### src/rtl/hzd_pkg.sv
package hzd_pkg;

    localparam int REG_W = 5;

    // front-end steering bundle
    typedef struct packed {
        logic pc_we;
        logic ifid_we;
        logic ifid_flush;
        logic ex_ctl_clear;
    } hzd_ctl_t;

    localparam hzd_ctl_t CTL_IDLE   = '{pc_we: 1'b0, ifid_we: 1'b0, ifid_flush: 1'b0, ex_ctl_clear: 1'b0};
    localparam hzd_ctl_t CTL_RUN    = '{pc_we: 1'b1, ifid_we: 1'b1, ifid_flush: 1'b0, ex_ctl_clear: 1'b0};
    localparam hzd_ctl_t CTL_STALL  = '{pc_we: 1'b0, ifid_we: 1'b0, ifid_flush: 1'b0, ex_ctl_clear: 1'b1};
    localparam hzd_ctl_t CTL_SQUASH = '{pc_we: 1'b1, ifid_we: 1'b1, ifid_flush: 1'b1, ex_ctl_clear: 1'b0};

    function automatic logic reg_is_live(input logic [REG_W-1:0] r);
        return (r != '0);
    endfunction

endpackage

### src/rtl/hzd_load_use.sv
module hzd_load_use #(
    parameter int REG_W   = 5,
    parameter int NUM_SRC = 2
) (
    input  logic [NUM_SRC*REG_W-1:0] id_srcs,
    input  logic [REG_W-1:0]         ex_dst,
    input  logic                     ex_mem_read,
    output logic                     hazard
);
    import hzd_pkg::*;

    logic [NUM_SRC-1:0] src_hit;

    // one comparator per decode source operand
    for (genvar g = 0; g < NUM_SRC; g++) begin : g_src
        assign src_hit[g] = (id_srcs[g*REG_W +: REG_W] == ex_dst);
    end

    assign hazard = ex_mem_read && reg_is_live(ex_dst) && (|src_hit);

endmodule

### src/rtl/hzd_branch_flush.sv
module hzd_branch_flush (
    input  logic branch_taken,
    input  logic stall,
    output logic flush
);
    // a held decode instruction is never squashed
    assign flush = branch_taken && !stall;
endmodule

### src/rtl/hzd_ctl_arbiter.sv
module hzd_ctl_arbiter (
    input  logic              rst,
    input  logic              stall,
    input  logic              flush,
    output hzd_pkg::hzd_ctl_t ctl
);
    import hzd_pkg::*;

    always_comb begin
        if (rst)        ctl = CTL_IDLE;
        else if (stall) ctl = CTL_STALL;
        else if (flush) ctl = CTL_SQUASH;
        else            ctl = CTL_RUN;
    end
endmodule

### src/rtl/hzd_stall_ctrl.sv
module hzd_stall_ctrl #(
    parameter int REG_W = hzd_pkg::REG_W
) (
    input  logic             clk,
    input  logic             rst,
    input  logic [REG_W-1:0] id_rs,
    input  logic [REG_W-1:0] id_rt,
    input  logic [REG_W-1:0] ex_rt,
    input  logic             ex_mem_read,
    input  logic             id_branch_taken,
    output logic             pc_we,
    output logic             ifid_we,
    output logic             ifid_flush,
    output logic             ex_ctl_clear
);
    import hzd_pkg::*;

    localparam int NUM_SRC = 2;

    logic              lu_hazard;
    logic              br_flush;
    hzd_ctl_t          ctl;

    hzd_load_use #(.REG_W(REG_W), .NUM_SRC(NUM_SRC)) u_detect (
        .id_srcs     ({id_rt, id_rs}),
        .ex_dst      (ex_rt),
        .ex_mem_read (ex_mem_read),
        .hazard      (lu_hazard)
    );

    hzd_branch_flush u_flush (
        .branch_taken (id_branch_taken),
        .stall        (lu_hazard),
        .flush        (br_flush)
    );

    hzd_ctl_arbiter u_arb (
        .rst   (rst),
        .stall (lu_hazard),
        .flush (br_flush),
        .ctl   (ctl)
    );

    assign pc_we        = ctl.pc_we;
    assign ifid_we      = ctl.ifid_we;
    assign ifid_flush   = ctl.ifid_flush;
    assign ex_ctl_clear = ctl.ex_ctl_clear;

    AST_HAZARD_FREEZES: assert property (@(posedge clk) disable iff (rst)
        lu_hazard |-> (!pc_we && !ifid_we && ex_ctl_clear));
    AST_HAZARD_NO_SQUASH: assert property (@(posedge clk) disable iff (rst)
        (lu_hazard && id_branch_taken) |-> !ifid_flush);
    AST_ALU_NO_STALL: assert property (@(posedge clk) disable iff (rst)
        !ex_mem_read |-> (pc_we && ifid_we && !ex_ctl_clear));
    AST_ZERO_REG_FREE: assert property (@(posedge clk) disable iff (rst)
        (ex_rt == '0) |-> !ex_ctl_clear);
    AST_TAKEN_FLUSHES: assert property (@(posedge clk) disable iff (rst)
        (id_branch_taken && !ex_ctl_clear) |-> ifid_flush);
    AST_RESET_QUIET: assert property (@(posedge clk)
        rst |-> !(pc_we || ifid_we || ifid_flush || ex_ctl_clear));

endmodule

### config.mk
export PLATFORM = sky130hd
export DESIGN_NAME = hzd_stall_ctrl
export DESIGN_NICKNAME = d
export VERILOG_FILES = /design/src/rtl/hzd_pkg.sv /design/src/rtl/hzd_load_use.sv /design/src/rtl/hzd_branch_flush.sv /design/src/rtl/hzd_ctl_arbiter.sv /design/src/rtl/hzd_stall_ctrl.sv
export SDC_FILE = /design/constraint.sdc
export NUM_CORES = 1
export LEC_CHECK = 0
export ABC_AREA = 1
export CAP_MARGIN = 40
export CORE_AREA = 2 2 39 41
export DETAILED_ROUTE_END_ITERATION = 12
export DIE_AREA = 0 0 41 43
export PLACE_DENSITY_LB_ADDON = 0.3
export RECOVER_POWER = 25
export REMOVE_ABC_BUFFERS = 1
export SLEW_MARGIN = 40
export SYNTH_ARGS = -nofsm -noshare
export SYNTH_HDL_FRONTEND = slang
export SYNTH_SLANG_ARGS = --single-unit
### constraint.sdc
create_clock -name vclk -period 1.1
set_clock_uncertainty 0.15 [all_clocks]
set_input_delay 0.165 -clock vclk [all_inputs]
set_output_delay 0.165 -clock vclk [all_outputs]
set_load 0.02 [all_outputs]
==> qor.json, run 1 <==
{
  "max-cap-violations": {"value": 0},
  "post_cts_hold_buffer_count": {"value": 0},
  "pleak": {"value": 0.0003005, "unit": "uW"},
  "violated_checks": {"value": "negative setup slack"},
  "synth_cell_types": {"value": 13},
  "synth-compound-area-share": {"value": 4.211, "unit": "%"},
  "worst_pin_slew": {"value": 0.1608, "unit": "ns"},
  "grt_start_max_net_pins": {"value": 5},
  "rsz0062_at_grt": {"value": "yes"},
  "worstPathRequired": {"value": 0.78, "unit": "ns"},
  "synth_area_per_cell": {"value": 4.322, "unit": "um^2"},
  "fin_crit_sh": {"value": 117.8, "unit": "%"},
  "yosysSeqAreaShare": {"value": 0, "unit": "%"},
  "antenna_cells": {"value": 0},
  "mostFrequentLayoutCell": {"value": "sky130_fd_sc_hd__nand2_1"},
  "holdCritPathClass": {"value": "in -> out"},
  "post_synth_xor_area_fraction": {"value": 7.368, "unit": "%"},
  "post_route_cells_drive_above_1_share": {"value": 55.26, "unit": "%"},
  "post-dp-hpwl": {"value": 548.3, "unit": "um"},
  "multiplexer_share_of_the_synthesized_area": {"value": 0, "unit": "%"},
  "dr_total_vias": {"value": 357},
  "die_height": {"value": 43, "unit": "um"},
  "route.antenna.remaining_nets": {"value": 0},
  "setup.worst_path.start": {"value": "ex_rt[0]"},
  "grt_pass1_wl": {"value": 979, "unit": "um"},
  "i_o_pin_count": {"value": 23},
  "fmax": {"value": 771.7, "unit": "MHz"},
  "drc": {"value": 0},
  "dpl.cell_count": {"value": 92},
  "area_delta_synth_final": {"value": 117.4, "unit": "%"},
  "worstSetupPathType": {"value": "in -> out"},
  "dieArea": {"value": 0.001763, "unit": "mm^2"},
  "dieWidth": {"value": 41, "unit": "um"},
  "minimum_period_implied_by_the_final_worst_setup_slack": {"value": 1.296, "unit": "ns"},
  "yosysWarnings": {"value": 0},
  "ir_worst_vdd": {"value": 0.1254, "unit": "mV"},
  "critPathMaxFanout": {"value": 4},
  "synth_cells": {"value": 55},
  "setup_ws": {"value": -0.1959, "unit": "ns"},
  "grt.total_usage": {"value": 7.193, "unit": "%"},
  "drt-vias-per-instance": {"value": 3.880},
  "setup-violations-final": {"value": 4},
  "yosys.area_share.simple": {"value": 63.16, "unit": "%"},
  "area.sequential": {"value": 0, "unit": "um^2"},
  "drt_first_iter_violations": {"value": 0},
  "finalNonFillerCells": {"value": 92},
  "critical-path-max-stage-delay": {"value": 0.15, "unit": "ns"},
  "grt_antenna_before_repair": {"value": 0},
  "outcome": {"value": "complete, but fails checks"},
  "synth_fa_ha_area_share": {"value": 0, "unit": "%"},
  "drt-wirelength-per-cell": {"value": 6.587, "unit": "um"},
  "hold_viol": {"value": 0},
  "power.density": {"value": 360.4, "unit": "mW/mm^2"},
  "layout.nets": {"value": 97},
  "port_buffers": {"value": 22},
  "most-common-layout-cells": {"value": "15 x sky130_fd_sc_hd__nand2_1, 9 x sky130_fd_sc_hd__nand2_2, 7 x sky130_fd_sc_hd__buf_6"},
  "finalSetupTns": {"value": -0.6901, "unit": "ns"},
  "via_count_of_the_first_global_routing_pass": {"value": 273},
  "grt_overflow_total": {"value": 0},
  "seq_cells": {"value": 0},
  "final-max-slew-violation-count": {"value": 0},
  "core": {"value": 0.001384, "unit": "mm^2"},
  "wirelength": {"value": 606, "unit": "um"},
  "capturing_element_type_of_the_critical_path": {"value": "output port"},
  "mappedNetlistArea": {"value": 237.7, "unit": "um^2"},
  "timing.slew.headroom": {"value": 89.28, "unit": "%"},
  "finalWeightedCongestion": {"value": 0.6777},
  "rows": {"value": 14},
  "timing.critical_path.slowest_stage_cell": {"value": "sky130_fd_sc_hd__buf_4"},
  "layout.core_utilization": {"value": 37.34, "unit": "%"},
  "critPathLaunchType": {"value": "primary input"},
  "clock_buffers": {"value": 0},
  "initial_utilization": {"value": 17.18, "unit": "%"},
  "crit_arrival": {"value": 0.98, "unit": "ns"},
  "detailedRoute.firstPassIterationCount": {"value": 1},
  "report.power.total": {"value": 186.2, "unit": "uW"},
  "crit_end": {"value": "ifid_flush"},
  "combinational_family_with_the_most_area_after_synthesis": {"value": "simple AND/OR/NAND/NOR gates"},
  "critical_path.cell_chain": {"value": "buf_8 -> nor2_2 -> nor2_2 -> nor2_1 -> nand3_1 -> nand2_2 -> nand2_2 -> nand2_1 -> nor2_1 -> buf_4"}
}
kinds of logic (layout without fill, tap and decap cells):
group           count (synthesis)  after routing
simple gates                   36             36
buf+inv                        15             36
compound gates                  2              2
xor+xnor                        2              2
worst max-delay path: cells and delay by family:
family,cells,cell delay [ns]
buffers and inverters,2,0.26
AND/OR/NAND/NOR,8,0.55
cells in the mapped netlist:
cell                       count  area share, %
sky130_fd_sc_hd__o21ai_0       1            2.1
sky130_fd_sc_hd__inv_1         9             14
sky130_fd_sc_hd__nand3_1       2            4.2
sky130_fd_sc_hd__inv_2         4            6.3
sky130_fd_sc_hd__clkinv_1      1            1.6
sky130_fd_sc_hd__xnor2_1       2            7.4
sky130_fd_sc_hd__nand4_1       1            2.6
sky130_fd_sc_hd__nand2_2       3            7.9
sky130_fd_sc_hd__nor2_1        7             11
sky130_fd_sc_hd__nor2_2        1            2.6
sky130_fd_sc_hd__a21oi_1       1            2.1
sky130_fd_sc_hd__buf_4         1            3.2
sky130_fd_sc_hd__nand2_1      22             35
metal layers:
metal,wire [um],vias up,GRT usage [%]
met5,0,-,0
met4,0,0,0
met3,58,0,0.5236
met2,319,12,13.44
met1,227,147,8.861
li1,-,198,-
cell type report:
| type | instances | area, um^2 |
|---|---|---|
| Fill cell | 164 | 867.1 |
| Inverter | 14 | 60.06 |
| Multi-Input combinational cell | 40 | 219.0 |
| Tap cell | 16 | 20.02 |
| Timing Repair Buffer | 22 | 217.7 |
worst min path at each step:
stage	start	endpoint	slack (ns)	depth (start not counted)
3_5_place_dp	id_branch_taken	ifid_flush	1.19	4
4_1_cts	ex_rt[4]	ifid_we	0.67	5
2_1_floorplan	rst	ex_ctl_clear	0.23	1
3_3_place_gp	id_branch_taken	ifid_flush	1.19	4
6_report	ex_rt[4]	ifid_we	0.62	5
5_1_grt	ex_rt[4]	ifid_we	0.67	5
power by group:
group / switching [uW] / leakage (uW) / internal, uW
Sequential: 0 / 0 / 0
Combinational: 82.7 / 0.000300 / 104
Clock: 0 / 0 / 0
per-stage QoR:
stage	setup WS, ns	cell area, um^2	hold slack, ns
after floorplan	-0.3763	230.2	0.2276
after global placement	-1.077	470.5	1.187
after detailed placement	-1.080	470.5	1.189
after CTS	-0.2634	422.9	0.6730
after global routing	-0.2740	516.7	0.6654
final	-0.1959	516.7	0.6201
timing repair:
action	4_1_cts	5_1_grt
cloned	0	0
setup buffers	0	0
endpoints found under the setup margin	4	4
pin swaps	21	20
gates resized for setup	87	31
Power figures use the tool's default switching activity.
==> inputs of run 2 (changes only) <==
--- a/config.mk
+++ b/config.mk
@@ -10,10 +10,10 @@
 export CORE_AREA = 2 2 39 41
 export DETAILED_ROUTE_END_ITERATION = 12
 export DIE_AREA = 0 0 41 43
+export GPL_ROUTABILITY_DRIVEN = 0
 export PLACE_DENSITY_LB_ADDON = 0.3
 export RECOVER_POWER = 25
 export REMOVE_ABC_BUFFERS = 1
-export SLEW_MARGIN = 40
 export SYNTH_ARGS = -nofsm -noshare
 export SYNTH_HDL_FRONTEND = slang
 export SYNTH_SLANG_ARGS = --single-unit
==> results of run 2 <==
The final DEF is identical to that of run 1; final timing and power are the same.
==> inputs of run 3 (changes only) <==
--- a/config.mk
+++ b/config.mk
@@ -5,7 +5,6 @@
 export SDC_FILE = /design/constraint.sdc
 export NUM_CORES = 1
 export LEC_CHECK = 0
-export ABC_AREA = 1
 export CAP_MARGIN = 40
 export CORE_AREA = 2 2 39 41
 export DETAILED_ROUTE_END_ITERATION = 12
==> run 3 against run 2 <==
The run still ends with negative setup slack left. Clock-buffer cell count unchanged. Synthesized cell count decreased by 60%. First-iteration DRC count increased by 1. Design area decreased by 15%. Cell count decreased by 29%. Routed wire length decreased by 12%. Critical endpoint is now ex_ctl_clear. Via count decreased by 34%. Largest power group unchanged. Non-clock buffer count increased by 6.
==> qor.json, run 3 <==
{
  "antenna_cells": {"value": 0, "change": "unchanged"},
  "grt_antenna_before_repair": {"value": 0, "change": "unchanged"},
  "critical-path-max-stage-delay": {"value": 0.51, "unit": "ns", "change": "+0.36 ns"},
  "initial_utilization": {"value": 11.48, "unit": "%", "change": "-5.7 points"},
  "post-dp-hpwl": {"value": 480.9, "unit": "um", "change": "-12%"},
  "outcome": {"value": "complete, but fails checks"},
  "ir_worst_vdd": {"value": 0.1218, "unit": "mV", "change": "-2.9%"},
  "worst_pin_slew": {"value": 0.1435, "unit": "ns", "change": "-0.01730 ns"},
  "synth-compound-area-share": {"value": 14.96, "unit": "%", "change": "+11 points"},
  "violated_checks": {"value": "negative setup slack"},
  "pleak": {"value": 0.0001994, "unit": "uW", "change": "-34%"},
  "setup_ws": {"value": -0.5110, "unit": "ns", "change": "-0.3151 ns"},
  "yosysWarnings": {"value": 0, "change": "unchanged"},
  "rows": {"value": 14, "change": "unchanged"},
  "hold_viol": {"value": 0, "change": "unchanged"},
  "grt_overflow_total": {"value": 0, "change": "unchanged"},
  "rsz0062_at_grt": {"value": "yes"},
  "final-max-slew-violation-count": {"value": 0, "change": "unchanged"},
  "yosysSeqAreaShare": {"value": 0, "unit": "%", "change": "unchanged"},
  "post_cts_hold_buffer_count": {"value": 0, "change": "unchanged"},
  "worstSetupPathType": {"value": "in -> out"},
  "post_route_cells_drive_above_1_share": {"value": 34.69, "unit": "%", "change": "-21 points"},
  "cpLargestDelayFamily": {"value": "simple AND/OR/NAND/NOR gates"},
  "i_o_pin_count": {"value": 23, "change": "unchanged"},
  "max-cap-violations": {"value": 0, "change": "unchanged"},
  "critical_path.cell_chain": {"value": "buf_6 -> or4_1 -> o21a_1 -> and3b_1 -> buf_6"},
  "cp_num_buf_inv": {"value": 2, "change": "unchanged"},
  "yosysTopAreaCell": {"value": "sky130_fd_sc_hd__xnor2_1"},
  "clock_buffers": {"value": 0, "change": "unchanged"},
  "dr_total_vias": {"value": 236, "change": "-34%"},
  "dieArea": {"value": 0.001763, "unit": "mm^2", "change": "unchanged"},
  "synth.cells.most_frequent": {"value": "10 x sky130_fd_sc_hd__xnor2_1, 2 x sky130_fd_sc_hd__a21oi_1, 2 x sky130_fd_sc_hd__nand2_1, 2 x sky130_fd_sc_hd__nand3_1"},
  "report.power.total": {"value": 161.4, "unit": "uW", "change": "-13%"},
  "power.density": {"value": 367.5, "unit": "mW/mm^2", "change": "+2.0%"},
  "seq_cells": {"value": 0, "change": "unchanged"},
  "timing.critical_path.slowest_stage_cell": {"value": "sky130_fd_sc_hd__or4_1"},
  "setup-violations-final": {"value": 4, "change": "unchanged"},
  "post-synth-top-count-cell": {"value": "sky130_fd_sc_hd__xnor2_1"},
  "layout.nets": {"value": 70, "change": "-28%"},
  "depth_of_the_worst_hold_timing_path": {"value": 5, "change": "unchanged"},
  "holdCritPathClass": {"value": "in -> out"},
  "wirelength": {"value": 534, "unit": "um", "change": "-12%"},
  "port_buffers": {"value": 22, "change": "unchanged"},
  "worstSetupPathDepth": {"value": 5, "change": "-5"},
  "synth_area_per_cell": {"value": 7.223, "unit": "um^2", "change": "+67%"},
  "fin_crit_sh": {"value": 146.5, "unit": "%", "change": "+29 points"},
  "combinational_family_with_the_most_area_after_synthesis": {"value": "XOR/XNOR gates"},
  "drt_first_iter_violations": {"value": 1, "change": "+1"},
  "grt_pass1_wl": {"value": 883, "unit": "um", "change": "-9.8%"},
  "core": {"value": 0.001384, "unit": "mm^2", "change": "unchanged"},
  "synth_fa_ha_area_share": {"value": 0, "unit": "%", "change": "unchanged"},
  "filler_cell_count": {"value": 158, "change": "-3.7%"},
  "area_delta_synth_final": {"value": 176.4, "unit": "%"},
  "critPathMaxFanout": {"value": 3, "change": "-1"},
  "crit_arrival": {"value": 1.30, "unit": "ns", "change": "+0.32 ns"},
  "post_synth_xor_area_fraction": {"value": 55.12, "unit": "%", "change": "+48 points"},
  "synth_area_leaders": {"value": "sky130_fd_sc_hd__xnor2_1 55%, sky130_fd_sc_hd__a21oi_1 6.3%, sky130_fd_sc_hd__nand3_1 6.3%"},
  "capturing_element_type_of_the_critical_path": {"value": "output port"},
  "mostFrequentLayoutCell": {"value": "sky130_fd_sc_hd__dlygate4sd2_1"},
  "drt-vias-per-instance": {"value": 3.631, "change": "-6.4%"},
  "detailedRoute.firstPassIterationCount": {"value": 2, "change": "+1"},
  "die_height": {"value": 43, "unit": "um", "change": "unchanged"},
  "most-common-layout-cells": {"value": "10 x sky130_fd_sc_hd__dlygate4sd2_1, 9 x sky130_fd_sc_hd__xnor2_1, 9 x sky130_fd_sc_hd__buf_4"},
  "via_count_of_the_first_global_routing_pass": {"value": 215, "change": "-21%"},
  "fmax": {"value": 620.7, "unit": "MHz", "change": "-20%"},
  "synth_cells": {"value": 22, "change": "-60%"},
  "finalSetupTns": {"value": -1.980, "unit": "ns", "change": "-1.290 ns"},
  "critPathLaunchType": {"value": "primary input"},
  "grt.total_usage": {"value": 6.693, "unit": "%", "change": "-0.50 points"},
  "drc": {"value": 0, "change": "unchanged"},
  "worstPathRequired": {"value": 0.78, "unit": "ns", "change": "about the same"},
  "synthDominantCellAreaShare": {"value": 55.12, "unit": "%", "change": "+20 points"},
  "grt_start_max_net_pins": {"value": 4, "change": "-1"},
  "synth_cell_types": {"value": 10, "change": "-3"},
  "drt-wirelength-per-cell": {"value": 8.215, "unit": "um", "change": "+25%"},
  "timing.slew.headroom": {"value": 90.36, "unit": "%", "change": "+1.1 points"},
  "cpMostUsedCell": {"value": "sky130_fd_sc_hd__buf_6"},
  "dieWidth": {"value": 41, "unit": "um", "change": "unchanged"},
  "mappedNetlistArea": {"value": 158.9, "unit": "um^2", "change": "-33%"},
  "yosys.area_share.simple": {"value": 25.20, "unit": "%", "change": "-38 points"},
  "minimum_period_implied_by_the_final_worst_setup_slack": {"value": 1.611, "unit": "ns", "change": "+0.3151 ns"},
  "route.antenna.remaining_nets": {"value": 0, "change": "unchanged"},
  "multiplexer_share_of_the_synthesized_area": {"value": 0, "unit": "%", "change": "unchanged"},
  "area.sequential": {"value": 0, "unit": "um^2", "change": "unchanged"}
}
==> run 3: changes by cell type after synthesis, sizes merged <==
cell / before / now
nand2b: 0 / 1
o22ai: 0 / 1
inv: 13 / 0
xnor2: 2 / 10
o21ai: 1 / 0
or4: 0 / 1
clkinv: 1 / 0
nand4: 1 / 0
and3b: 0 / 1
o21a: 0 / 1
a21oi: 1 / 2
nor2: 8 / 0
nand2: 25 / 2
==> run 3: per-layer routing <==
layer	global-route usage (%)	up-vias	part of all wire, %
li1	-	129	-
met1	10.76	98	43
met2	10.31	9	50
met3	0	0	7.7
met4	0	0	0
met5	0	-	0
==> run 3: tightest hold or removal path, stage by stage <==
cell                      delay, ns
sky130_fd_sc_hd__buf_6         0.07
sky130_fd_sc_hd__or4_1         0.09
sky130_fd_sc_hd__o21a_1        0.17
sky130_fd_sc_hd__a21oi_2       0.06
sky130_fd_sc_hd__buf_4         0.15
==> run 3: through the flow <==
step	worst slack [ns]	instances	utilization (%)	hold slack, ns	area [um^2]
CTS	-0.5348	65	30.29	0.7359	419.2
global route	-0.5658	65	31.74	0.7745	439.2
global placement	-1.315	65	31.56	1.226	436.7
detailed placement	-1.315	65	31.56	1.221	436.7
finish	-0.5110	65	31.74	0.7151	439.2
floorplan	-0.7100	21	-	0.3165	151.4
==> run 3: final timing paths <==
kind / from / to / slack (ns)
max: ex_rt[2] / ex_ctl_clear / -0.51
min: ex_rt[2] / ifid_flush / 0.72
==> run 3: cell type report <==
class,count,area (um^2),area share (%)
multi-input cells,21,172.7,39.32
well taps,16,20.02,4.558
repair buffers,28,246.5,56.13
==> run 3: cell families after synthesis <==
kind of cell,after synthesis
buffers and inverters,1
AOI/OAI and AO/OA,4
xor gates and xnor gates,10
and+or+nand+nor,7
==> run 3: what timing repair did <==
item,4_1_cts,5_1_grt
endpoints found under the setup margin,4,4
pin swaps,16,2
buffers inserted,0,0
gates resized for setup,48,4
==> run 3: report_power, final <==
| part | total, uW | internal, uW | switching, uW |
|---|---|---|---|
| clock | 0 | 0 | 0 |
| sequential | 0 | 0 | 0 |
| combinational | 161 | 101 | 60.3 |
| total | 161 | 101 | 60.3 |
